### config.mk
export PLATFORM = sky130hd
export DESIGN_NAME = baud_frac_div
export DESIGN_NICKNAME = d
export VERILOG_FILES = /design/src/rtl/baud_frac_div_pkg.sv /design/src/rtl/frac_div_regs.sv /design/src/rtl/frac_tick_gen.sv /design/src/rtl/baud_frac_div.sv
export SDC_FILE = /design/constraint.sdc
export NUM_CORES = 1
export LEC_CHECK = 0
export ABC_AREA = 1
export ABC_CLOCK_PERIOD_IN_PS = 2880
export BUFFER_PORTS_ARGS = -buffer_cell sky130_fd_sc_hd__buf_4
export CORE_MARGIN = 8
export CORE_UTILIZATION = 35
export DETAILED_ROUTE_END_ITERATION = 6
export PLACE_DENSITY = 0.54
export SETUP_SLACK_MARGIN = 0.05
export SYNTH_ARGS = -nofsm -noshare
export SYNTH_HDL_FRONTEND = slang
export SYNTH_SLANG_ARGS = --single-unit
### constraint.sdc
create_clock -name clk -period 2.88 [get_ports clk]
set_clock_uncertainty 0.05 [all_clocks]
set_input_delay 0.288 -clock clk [delete_from_list [all_inputs] [get_ports clk]]
set_output_delay 0.288 -clock clk [all_outputs]
set_load 0.02 [all_outputs]
### src/rtl/baud_frac_div_pkg.sv
package baud_frac_div_pkg;
    localparam int unsigned DEF_MANT_W = 8;
    localparam int unsigned DEF_FRAC_W = 4;
    localparam int unsigned DEF_DATA_W = 8;
    localparam logic        ADDR_MANT  = 1'b0;
    localparam logic        ADDR_FRAC  = 1'b1;
endpackage

### src/rtl/frac_div_regs.sv
module frac_div_regs
    import baud_frac_div_pkg::*;
#(
    parameter int unsigned MANT_W = DEF_MANT_W,
    parameter int unsigned FRAC_W = DEF_FRAC_W,
    parameter int unsigned DATA_W = DEF_DATA_W
) (
    input  logic              clk,
    input  logic              rst_n,
    input  logic              wr_en,
    input  logic              addr,
    input  logic [DATA_W-1:0] wdata,
    output logic [DATA_W-1:0] rdata,
    output logic              commit_o,
    output logic [MANT_W-1:0] new_mant_o,
    output logic [FRAC_W-1:0] new_frac_o
);
    typedef struct packed {
        logic [MANT_W-1:0] mant;
        logic [FRAC_W-1:0] frac;
    } regs_t;

    regs_t st_d, st_q;

    always_comb begin
        st_d = st_q;
        if (wr_en) begin
            if (addr == ADDR_FRAC) begin
                st_d.frac = wdata[FRAC_W-1:0];
            end else begin
                st_d.mant = wdata[MANT_W-1:0];
            end
        end
    end

    always_ff @(posedge clk) begin
        if (!rst_n) begin
            st_q <= '0;
        end else begin
            st_q <= st_d;
        end
    end

    always_comb begin
        rdata = '0;
        if (addr == ADDR_FRAC) begin
            rdata[FRAC_W-1:0] = st_q.frac;
        end else begin
            rdata[MANT_W-1:0] = st_q.mant;
        end
    end

    // The commit carries the incoming integer and the already staged fraction.
    assign commit_o   = wr_en && (addr == ADDR_MANT);
    assign new_mant_o = wdata[MANT_W-1:0];
    assign new_frac_o = st_q.frac;

    always_comb begin
        if (rst_n && addr == ADDR_FRAC) begin
            AST_RSVD_ZERO: assert (rdata[DATA_W-1:FRAC_W] == '0);
        end
    end

    AST_FRAC_HELD: assert property (@(posedge clk) disable iff (!rst_n)
        !(wr_en && addr == ADDR_FRAC) |=> $stable(st_q.frac));
endmodule

### src/rtl/frac_tick_gen.sv
module frac_tick_gen
    import baud_frac_div_pkg::*;
#(
    parameter int unsigned MANT_W = DEF_MANT_W,
    parameter int unsigned FRAC_W = DEF_FRAC_W
) (
    input  logic              clk,
    input  logic              rst_n,
    input  logic              commit_i,
    input  logic [MANT_W-1:0] mant_i,
    input  logic [FRAC_W-1:0] frac_i,
    output logic              tick_o
);
    localparam int unsigned CW = MANT_W + 1;
    localparam int unsigned SW = FRAC_W + 1;

    typedef struct packed {
        logic [MANT_W-1:0] act_mant;
        logic [FRAC_W-1:0] act_frac;
        logic [MANT_W-1:0] cnt;
        logic [FRAC_W-1:0] acc;
        logic              tick;
    } gen_t;

    gen_t st_d, st_q;

    logic [SW-1:0] phase_sum;
    logic          stretch;
    logic [CW-1:0] last_cnt;
    logic          running;
    logic          period_end;

    always_comb begin
        phase_sum  = {1'b0, st_q.acc} + {1'b0, st_q.act_frac};
        stretch    = phase_sum[FRAC_W];
        last_cnt   = {1'b0, st_q.act_mant} - CW'(1) + {{MANT_W{1'b0}}, stretch};
        running    = (st_q.act_mant != '0);
        period_end = running && ({1'b0, st_q.cnt} == last_cnt);

        st_d      = st_q;
        st_d.tick = 1'b0;
        if (commit_i) begin
            st_d.act_mant = mant_i;
            st_d.act_frac = frac_i;
            st_d.cnt      = '0;
            st_d.acc      = '0;
        end else if (period_end) begin
            st_d.tick = 1'b1;
            st_d.cnt  = '0;
            st_d.acc  = phase_sum[FRAC_W-1:0];
        end else if (running) begin
            st_d.cnt  = st_q.cnt + MANT_W'(1);
        end
    end

    always_ff @(posedge clk) begin
        if (!rst_n) begin
            st_q <= '0;
        end else begin
            st_q <= st_d;
        end
    end

    assign tick_o = st_q.tick;

    AST_ZERO_GATE: assert property (@(posedge clk) disable iff (!rst_n)
        (st_q.act_mant == '0) |-> !tick_o);
    AST_TICK_SINGLE: assert property (@(posedge clk) disable iff (!rst_n)
        (tick_o && st_q.act_mant > MANT_W'(1)) |=> !tick_o);
    AST_CNT_BOUND: assert property (@(posedge clk) disable iff (!rst_n)
        running |-> ({1'b0, st_q.cnt} <= {1'b0, st_q.act_mant}));
    AST_STAGED_ONLY: assert property (@(posedge clk) disable iff (!rst_n)
        !commit_i |=> $stable(st_q.act_frac) && $stable(st_q.act_mant));
    AST_RESTART: assert property (@(posedge clk) disable iff (!rst_n)
        commit_i |=> (st_q.cnt == '0) && (st_q.acc == '0) && !tick_o);
endmodule

### src/rtl/baud_frac_div.sv
module baud_frac_div
    import baud_frac_div_pkg::*;
#(
    parameter int unsigned MANT_W = DEF_MANT_W,
    parameter int unsigned FRAC_W = DEF_FRAC_W,
    parameter int unsigned DATA_W = DEF_DATA_W
) (
    input  logic              clk,
    input  logic              rst_n,
    input  logic              wr_en,
    input  logic              addr,
    input  logic [DATA_W-1:0] wdata,
    output logic [DATA_W-1:0] rdata,
    output logic              tick
);
    logic              commit;
    logic [MANT_W-1:0] new_mant;
    logic [FRAC_W-1:0] new_frac;

    frac_div_regs #(
        .MANT_W(MANT_W), .FRAC_W(FRAC_W), .DATA_W(DATA_W)
    ) u_regs (
        .clk        (clk),
        .rst_n      (rst_n),
        .wr_en      (wr_en),
        .addr       (addr),
        .wdata      (wdata),
        .rdata      (rdata),
        .commit_o   (commit),
        .new_mant_o (new_mant),
        .new_frac_o (new_frac)
    );

    frac_tick_gen #(
        .MANT_W(MANT_W), .FRAC_W(FRAC_W)
    ) u_gen (
        .clk      (clk),
        .rst_n    (rst_n),
        .commit_i (commit),
        .mant_i   (new_mant),
        .frac_i   (new_frac),
        .tick_o   (tick)
    );

    AST_RESET_QUIET: assert property (@(posedge clk)
        !rst_n |=> !tick);
endmodule

# Word level (Yosys, flattened, before mapping)

Index checks and enable logic that the tools add are counted.

Memories: 0
Output and inout port bits: 9
Word-level logic and storage cells: 24
Bits in read-only memories: 0
Latch bits: 0
Bits of input ports: 12
Memory bits (writable): 0
Bits in registers: 37

Reductions and logical operators: 7
Multiplexer cells: 3
Add/subtract/negate cells: 4
Equality and inequality tests: 1
Divide/modulo/power cells: 0
Bitwise logic cells: 2
Magnitude comparators: 0
Shifts and indexed selects: 0
$mul: 0

Operators by type and width:

| operator                                                            | number |
|---|---|
| 9-bit by 1-bit adder with 9-bit output                              | 1 |
| 8-bit by 9-bit == test with 1-bit output                            | 1 |
| 8-bit by 1-bit subtractor with 9-bit output (second input constant) | 1 |
| 8-bit by 1-bit adder with 8-bit output (second input constant)      | 1 |
| 4-bit two-way mux                                                   | 2 |
| 8-bit nonzero test                                                  | 1 |
| 4-bit by 4-bit adder with 5-bit output                              | 1 |
| 2-bit AND reduction                                                 | 2 |
| 3-bit OR reduction                                                  | 1 |
| 1-bit logical AND                                                   | 2 |
| 1-bit NOT                                                           | 2 |
| 2-bit OR reduction                                                  | 1 |
| 1-bit two-way mux                                                   | 1 |

# Logic depth before layout (Yosys ltp)

Gate-level depths: netlist of the first run.

Word-level depth: 5
Depth in mapped cells: 17
Gate-level depth less buffers: 17

# Cells and area by module

From an unflattened synthesis of the first run, not the netlist that was laid out.

Cells, all modules: 316
Area total of the unflattened synthesis: 2280.9 um2

Modules (own cells, without submodules):

| module        | seq. area each (um2) | area an instance (um2) | times used | cells each |
|---|---|---|---|---|
| frac_tick_gen | 500.5                | 1561.5                 | 1          | 212 |
| frac_div_regs | 240.2                | 719.4                  | 1          | 104 |

# Least setup slack after synthesis of the first run

Ideal clock, no wire load.

Path type: flip-flop to flip-flop
Start point: reg u_gen.st_q[1] (netlist bit)
End point: reg u_gen.st_q[6] (netlist bit)
Path slack: 0.290 ns
Library setup time: 0.117 ns
Data required time: 2.713 ns
Period minus slack after synthesis: 2.590 ns
Path buffers: 0
Data arrival time: 2.424 ns
Stages on the path, launching flop included: 18
Path through: dfxtp_1 ha_1 inv_1 fa_1 o21ai_0 a21oi_1 ha_1 ha_1 nand2_1 inv_1 nor2_1 nand2_1 nor2_2 nand3_2 nor2_4 nand2_8 nand2_8 nor2_2

Longest elaborated chain between the ends: 5

Ends and longest elaborated chain:

| element                                  | RTL line            | source |
|---|---|---|
| start: declaration                       | frac_tick_gen.sv:25 | `gen_t st_d, st_q;` |
| start signal: assignment                 | frac_tick_gen.sv:60 | `st_q <= st_d;` |
| 4-bit by 4-bit adder with 5-bit output   | frac_tick_gen.sv:34 | `phase_sum = {1'b0, st_q.acc} + {1'b0, st_q.act_frac};` |
| 9-bit by 1-bit adder with 9-bit output   | frac_tick_gen.sv:36 | `last_cnt = {1'b0, st_q.act_mant} - CW'(1) + {{MANT_W{1'b0}}, stretch};` |
| 8-bit by 9-bit == test with 1-bit output | frac_tick_gen.sv:38 | `period_end = running && ({1'b0, st_q.cnt} == last_cnt);` |
| 1-bit logical AND                        | frac_tick_gen.sv:38 |  |
| 3-bit OR reduction (no source line)      | --                  |  |

Every way passes these cells.
A chain may end at the register's enable or synchronous reset.

# Worst setup path after layout of the first run

Start point: reg u_gen.st_q[1] (netlist bit)
End point: reg u_gen.st_q[7] (netlist bit)

Same word-level chain as after synthesis.

==> results.cfg, run 1 <==
[die]
initial_core_util_pct = 35.4
dieWidth_um = 86.9
num_rows = 26
coreArea_mm2 = 0.00498
fp.dieH_um = 86.9
num_io_pins = 21
dieArea_mm2 = 0.00756

[detailed_routing]
wl_met3_um = 87
drtIter0Drc = 38
wirelength_um = 3840
wl_per_cell_um = 11.4
ant_nets = 0
vias_per_cell = 4.38
highest_layer = met4
drcViolationCount = 0
wl_met2_um = 1840
drtPass1Iterations = 4
vias = 1473
wl_met1_um = 1860

[layout]
area_growth_syn_to_layout_pct = 18.3
fill_cells = 534
final-instance-count-excl-fill = 336
multi_input_area_mm2 = 0.00106
fin_area_mm2 = 0.00208
nets = 287
final_common_cell = nand2_1
seqCellArea_um2 = 583
drive_above_1_share_pct = 26.3
layout_common_cells = nand2_1, nor2_1, inv_1, dfxtp_1, o21ai_0
diodes = 0

[timing]
relSlewSlack_pct = 64.8
hold_viol_final = 0
fin_tns_setup_ps = 0
fmaxAchievable_mhz = 386
worst_pin_slew_ps = 528
drv_slew = 0
period_share_pct = 90.0
final.min_clock_period_ps = 2590
rsz0062_at_grt = false
setup_viol_count_final = 0

[global_routing]
grt_pass1_vias = 1443
grt_start_max_net_pins = 22
grt_overflow = 0
track_usage_pct = 11.6
grt_pass1_wl_um = 6800
grt_antenna_before_repair = 0

[placement]
dp_hpwl_um = 3150
gp_congestion = 0.795
dp_cells = 330
numPortBuffers = 20
place_area_mm2 = 0.00198

[setup_path]
critical_path_class = flop to flop
worstPathMaxFanout = 8
arrival_ps = 2710
end_kind = flop
start_kind = flop
critPathRequiredTime_ps = 2990

[clock_network]
clkLatencyLatePin_ps = 280
cts.clk_slew.worst_paths_ps = 60
cts_buffer_depth = 2
ctsHtreeMaxLevel = 2
ctsHoldBuffers = 0
cts_sinks = 29
cts_tree = done
cts_root_buffer = clkbuf_8
numCtsBuffers = 5

[logic_synthesis]
synth.yosys.seq_area_share_pct = 33.0
syn_inst = 244
yosys_register_bits = 29
synth_area_mm2 = 0.00176
ys_types = 25
synth_warnings = 0
synth_nets = 264
syn_area_per_cell_um2 = 7.22

[power_and_ir_drop]
p_sw_share_pct = 30.7
powerDensity_mw_per_mm2 = 460
p_sw_mw = 0.294
ir_drop_uv = 196
intPower_mw = 0.665
p_leak_nw = 0.906
comb_power_share_pct = 23.2
seqPwrFrac_pct = 46.0
clkPwrFrac_pct = 30.7

[worst_hold_path]
hp-class = input port to flop

[run_status]
status = completed

[run]
cap_violations = 0
==> routing by layer <==
layer | global-route usage (%) | vias to the layer above
met5 | 0 | -
met4 | 3.76 | 0
met3 | 3.68 | 6
met2 | 18.8 | 11
met1 | 14.1 | 647
li1 | - | 809
==> synth_stat cells, drive strengths merged <==
library cell	instances	share of area (%)
nand4	4	1.4
nor2	53	16
xnor2	1	0.50
nand3	14	5.0
nor3	3	1.1
dfxtp	29	33
nand2	48	13
ha	7	5.0
mux2i	1	0.57
a21oi	12	3.4
fa	1	1.1
xor2	10	5.4
inv	35	7.5
o21ai	22	6.3
clkbuf	4	0.85
==> path summary, 6_finish.rpt <==
path	start	slack (ps)	endpoint	cells after the start
setup reg to reg	u_gen.st_q[1]	290	u_gen.st_q[7]	16
setup / recovery	u_gen.st_q[1]	290	u_gen.st_q[7]	16
hold reg to reg	u_gen.st_q[1]	420	u_gen.st_q[1]	2
hold / removal	wdata[0]	220	u_regs.new_frac_o[0]	3
==> state kept, by name (all words and copies together) (netlist names) <==
register	cells
u_gen.st_q	16
u_regs.st_q	8
u_regs.new_frac_o	4
u_gen.tick_o	1
==> power groups by stage <==
stage | clock, mW | combinational [mW] | sequential [mW]
6_report | 0.295 | 0.223 | 0.441
5_1_grt | 0.333 | 0.251 | 0.443
4_1_cts | 0.310 | 0.221 | 0.441
3_5_place_dp | 0 | 0.220 | 0.450
3_3_place_gp | 0 | 0.220 | 0.450
2_1_floorplan | 0 | 0.168 | 0.444
==> final cells by class <==
| type | instances | area share [%] |
|---|---|---|
| Sequential cell | 29 | 28.0 |
| Clock inverter | 1 | 0.240 |
| Timing Repair Buffer | 20 | 7.20 |
| Tap cell | 70 | 4.20 |
| Multi-Input combinational cell | 176 | 50.8 |
| Clock buffer | 5 | 3.30 |
| Inverter | 35 | 6.30 |
==> what timing repair did <==
action | in CTS | in global routing
resized for setup | 0 | 8
endpoints found under the setup margin | 0 | 13
buffers inserted | 0 | 0
==> worst max-delay path: stages (launching register included) <==
cell	delay, ps
dfxtp_2	330
ha_2	170
inv_1	50
fa_2	350
o21ai_2	120
a21oi_1	80
ha_2	220
ha_4	270
nor2_1	30
nor2_1	100
nand2_1	70
nor2_2	90
nand3_2	100
nor2_4	220
nand2_8	100
nand2_8	110
nor2_2	40
==> through the flow <==
step / utilization (%) / worst slack (ps) / power, mW / hold slack (ps)
finish: 41.9 / 288 / 0.958 / 224
floorplan: - / 290 / 0.612 / 376
CTS: 41.4 / 56.4 / 0.972 / 220
detailed placement: 39.9 / 83.0 / 0.670 / 413
global route: 41.9 / 57.0 / 1.03 / 246
global placement: 39.9 / 151 / 0.670 / 412
==> kinds of logic (layout without fill, tap and decap cells) <==
| group | count (synthesis) | in the layout | synth area share [%] |
|---|---|---|---|
| muxes | 1 | 1 | 0.568 |
| buffers and inverters | 39 | 61 | 8.31 |
| DFF | 29 | 29 | 33.0 |
| and+or+nand+nor | 122 | 122 | 36.5 |
| adders and majority gates | 8 | 8 | 6.11 |
| AOI/OAI and AO/OA | 34 | 34 | 9.66 |
| xor gates and xnor gates | 11 | 11 | 5.90 |
Note: power is estimated with default switching activity, not from simulation.
==> run 2, diff against run 1 <==
- REMOVE_ABC_BUFFERS: unset -> 1
==> run 2 against run 1 <==
  * Clock-buffer cell count rose by 1
  * Setup slack got worse by 41 ps
  * Die area unchanged
  * Flip-flop and latch count did not move
  * Worst hold slack lost 9.4 ps
  * Critical path depth is 1 higher
  * First-iteration DRC count is 39% higher
  * Utilization increased by 0.91 points
  * Critical endpoint is now u_gen.st_q[10]
==> results.cfg, run 2 (synthesis results as in run 1) <==
[run_status]
status = completed

[power_and_ir_drop]
p_sw_share_pct = 31.5
seqPwrFrac_pct = 44.8
intPower_mw = 0.675
powerDensity_mw_per_mm2 = 463
clkPwrFrac_pct = 32.6
power_mw = 0.986
comb_power_share_pct = 22.7
p_sw_mw = 0.311
ir_drop_uv = 162
p_leak_nw = 0.927

[die]
fp.dieH_um = 86.9
dieArea_mm2 = 0.00756
initial_core_util_pct = 35.4
num_io_pins = 21
dieWidth_um = 86.9
num_rows = 26
coreArea_mm2 = 0.00498

[run]
cap_violations = 0

[clock_network]
cts_tree = done
cts_sinks = 29
cts_root_buffer = clkbuf_8
ctsHtreeMaxLevel = 2
cts.clk_slew.worst_paths_ps = 70
clkLatencyLatePin_ps = 280
cts_buffer_depth = 2
numCtsBuffers = 5

[setup_path]
critPathRequiredTime_ps = 3000
r2r_start = u_gen.st_q[1]
arrival_ps = 2750
r2r_cells = 17
r2r_slack_ps = 250
start_kind = flop
worstPathMaxFanout = 8
rr_endpoint = u_gen.st_q[10]
end_kind = flop
critical_path_class = flop to flop

[global_routing]
grt_pass1_wl_um = 6960
grt_pass1_vias = 1535
track_usage_pct = 11.6
grt_start_max_net_pins = 22
grt_antenna_before_repair = 0
grt_overflow = 0

[layout]
drive_above_1_share_pct = 28.0
diodes = 0
nets = 290
layout_common_cells = nand2_1, nor2_1, inv_1, dfxtp_1, buf_4
largest_register = u_gen.st_q
largest_reg_flops = 16
final_common_cell = nand2_1
area_growth_syn_to_layout_pct = 20.9

[placement]
numPortBuffers = 20
dp_hpwl_um = 3040
gp_congestion = 0.786

[timing]
period_share_pct = 91.4
fin_tns_setup_ps = 0
setup_viol_count_final = 0
final.min_clock_period_ps = 2630
relSlewSlack_pct = 64.3
hold_viol_final = 0
fmaxAchievable_mhz = 380
worst_pin_slew_ps = 535
rsz0062_at_grt = false
drv_slew = 0

[worst_hold_path]
hp-class = input port to flop
holdPathEnd = u_regs.new_frac_o[0]
min_path_cells = 3
holdCritStartpoint = wdata[0]

[detailed_routing]
wl_met1_um = 1740
vias = 1537
drcViolationCount = 0
drtIter0Drc = 53
wirelength_um = 3890
drtPass1Iterations = 4
wl_met2_um = 1940
vias_per_cell = 4.51
highest_layer = met4
wl_met3_um = 142
wl_per_cell_um = 11.4
ant_nets = 0
-- run 2: cell count changes in the layout (fill, tap and decap cells not counted), sizes merged --
cell | previous run | this run
buf | 20 | 23
clkbuf | 5 | 6
clkinv | 1 | 2
-- run 2: power by group through the flow --
stage | sequential [mW] | clock [mW] | combinational (mW)
after floorplan | 0.444 | 0 | 0.164
after global placement | 0.450 | 0 | 0.218
after detailed placement | 0.450 | 0 | 0.218
after CTS | 0.441 | 0.333 | 0.219
after global routing | 0.444 | 0.357 | 0.256
final | 0.441 | 0.321 | 0.224
-- run 2: worst max-delay path by stage --
stage | start | endpoint | slack [ps]
CTS | u_gen.st_q[1] | u_gen.st_q[7] | 60
floorplan | u_gen.st_q[1] | u_gen.st_q[6] | 290
global route | u_gen.st_q[1] | u_gen.st_q[6] | 60
global placement | u_gen.st_q[1] | u_gen.st_q[10] | 130
finish | u_gen.st_q[1] | u_gen.st_q[10] | 250
detailed placement | u_gen.st_q[1] | u_gen.st_q[5] | 90
-- run 2: cell type report --
class | instances | area [um2]
clock buffers | 6 | 72.6
clock inverters | 2 | 10.0
fillers | 542 | 2850
inverters | 35 | 131
multi-input cells | 176 | 1070
flip-flops and latches | 29 | 583
well taps | 70 | 87.6
repair buffers | 23 | 173
-- run 2: metal layers --
layer  vias to the layer above  track usage, %
met5                         -               0
met4                         0            5.16
met3                         6            3.68
met2                        19            19.9
met1                       694            12.7
li1                        818               -
-- run 2: worst max-delay path: stages (launching register included) --
cell and delay, ps:
dfxtp_2 350, ha_4 140, inv_2 40, fa_2 390
o21ai_2 130, a21oi_2 70, ha_2 200, ha_4 210
nand2_1 60, inv_1 40, nor2_1 90, nand2_1 70
nor2_2 110, nand3_2 80, nor2_4 220, nand2_8 100
nand2_8 110, nor2_2 40
-- run 2: repair_timing --
| item | 4_1_cts | 5_1_grt |
|---|---|---|
| endpoints found under the setup margin | 0 | 13 |
| setup buffers | 0 | 2 |
| resized for setup | 0 | 11 |
| hold buffers | 0 | 0 |
-- run 2: through the flow --
stage | worst slack [ps] | util, % | std cells | hold WS (ps) | instance area, um2
2_1_floorplan | 290 | - | 240 | 374 | 1750
3_3_place_gp | 132 | 40.0 | 331 | 411 | 1990
3_5_place_dp | 90.4 | 40.0 | 331 | 414 | 1990
4_1_cts | 60.3 | 41.7 | 339 | 213 | 2070
5_1_grt | 62.5 | 42.8 | 341 | 237 | 2130
6_report | 247 | 42.8 | 341 | 215 | 2130
==> run 3, diff against run 2 <==
- ABC_CLOCK_PERIOD_IN_PS: 2880 -> 2150
- CORE_UTILIZATION: 35 -> 45
- PLACE_DENSITY: 0.54 -> 0.72
- clock period: 2.88 -> 2.15 ns (I/O delays scaled with it)
==> run 3 against run 2 <==
  * The run now ends with negative setup slack left
  * Global-route usage increased by 1.7 points
  * Non-clock buffer count is 7 higher
  * Fmax rose by 4.5%
  * Combinational power is 37% higher
  * Sequential share of layout area shrank 0.21 points
  * Die area fell by 18%
  * Via count shrank 0.85%
  * Cell count decreased by 5.0%
  * Routed wire length fell by 4.0%
==> results.cfg, run 3 (synthesis results as in run 1) <==
[run_status]
status = finished, violations left
violations = negative setup slack

[layout]
layout_common_cells = nand2_1, nor2_1, inv_1, buf_4, dfxtp_1
area_growth_syn_to_layout_pct = 21.8
fill_cells = 374
fin_area_mm2 = 0.00215
diodes = 0
nets = 297
drive_above_1_share_pct = 29.3
largest_register = u_gen.st_q
largest_reg_flops = 16
final_common_cell = nand2_1

[clock_network]
cts_tree = done
numCtsBuffers = 5
cts_buffer_depth = 2
ctsHtreeMaxLevel = 2
clkLatencyLatePin_ps = 280
ctsHoldBuffers = 0
cts_sinks = 29
cts_root_buffer = clkbuf_8
cts.clk_slew.worst_paths_ps = 60

[timing]
fmaxAchievable_mhz = 397
period_share_pct = 117
fin_tns_setup_ps = -4640
hold_viol_final = 0
final.min_clock_period_ps = 2520
rsz0062_at_grt = true
relSlewSlack_pct = 65.4
setup_viol_count_final = 13
drv_slew = 0
worst_pin_slew_ps = 519
setup_slack_ps = -370

[die]
fp.dieH_um = 78.6
dieArea_mm2 = 0.00617
num_io_pins = 21
dieWidth_um = 78.6
coreArea_mm2 = 0.00372
initial_core_util_pct = 47.4
num_rows = 22

[global_routing]
grt_antenna_before_repair = 0
grt_pass1_vias = 1486
grt_overflow = 0
grt_start_max_net_pins = 22
grt_pass1_wl_um = 6570
track_usage_pct = 13.3

[power_and_ir_drop]
powerDensity_mw_per_mm2 = 607
p_leak_nw = 0.959
ir_drop_uv = 366

[detailed_routing]
drcViolationCount = 0
vias_per_cell = 4.70
ant_nets = 0
vias = 1524
drtIter0Drc = 62
wl_per_cell_um = 11.5
wirelength_um = 3740
drtPass1Iterations = 4

[placement]
dp_hpwl_um = 2980
gp_congestion = 0.839
place_area_mm2 = 0.00201
numPortBuffers = 20
post-place-ws_ps = -626

[run]
cap_violations = 0

[setup_path]
critical_path_class = flop to flop
arrival_ps = 2640
slowest_delay_ps = 350
cp_slowest_cell = dfxtp_2
path_buf_inv = 2
critPathRequiredTime_ps = 2270
path_cells = ha_4 > inv_2 > fa_2 > o21ai_2 > a21oi_1 > ha_2 > ha_4 > nand2_1 > inv_1 > nor2_1 > nand2_1 > nor2_2 > nand3_2 > nor2_4 > nand2_8 > nand2_8 > nor2_2
worstPathMaxFanout = 8
end_kind = flop
start_kind = flop
critPathTopFamily = adder cells
r2r_slack_ps = -370

[worst_hold_path]
hp-class = input port to flop
run 3: cell type report:
class                   instances  area [um2]  share of cell area (%)
multi-input cells             176        1070                    49.8
flip-flops and latches         29         583                    27.2
repair buffers                 30         229                    10.7
inverters                      35         131                    6.12
clock buffers                   5        68.8                    3.21
well taps                      48        60.1                    2.80
clock inverters                 1        5.00                   0.233
run 3: final timing paths:
path	endpoint	startpoint	depth (start not counted)
worst min-delay path	u_regs.new_frac_o[0]	wdata[0]	3
worst max-delay path	u_gen.st_q[10]	u_gen.st_q[13]	17
worst max register to register	u_gen.st_q[10]	u_gen.st_q[13]	17
worst min register to register	u_gen.st_q[3]	u_gen.st_q[3]	2
run 3: tightest hold or removal path: stages:
cell     delay (ps)
buf_4            80
o21ai_0          70
nor2_1           70
run 3: report_power, final:
part           total (mW)  switching [mW]  internal [mW]
sequential          0.591          0.0271          0.564
clock               0.406           0.194          0.212
combinational       0.306           0.184          0.122
run 3: per-stage QoR:
stage          power, mW  hold WS (ps)  util [%]  std cells
5_1_grt             1.37           171      57.7        324
3_3_place_gp       0.897           413      54.1        315
3_5_place_dp       0.901           433      54.1        315
4_1_cts             1.32           135      57.3        323
6_report            1.30           138      57.7        324
2_1_floorplan      0.815           301         -        240
run 3: timing repair:
item	in CTS	in global routing
setup buffers	2	1
resized for setup	9	2
endpoints found under the setup margin	13	13
pin swaps	14	3
run 3: routing by layer:
layer	share of wire (%)	routed length, um	up-vias	GRT usage [%]
li1	-	-	827	-
met1	48	1780	667	15.4
met2	46	1730	22	21.4
met3	3.4	128	8	3.64
met4	2.7	99	0	7.96
met5	0	0	-	0
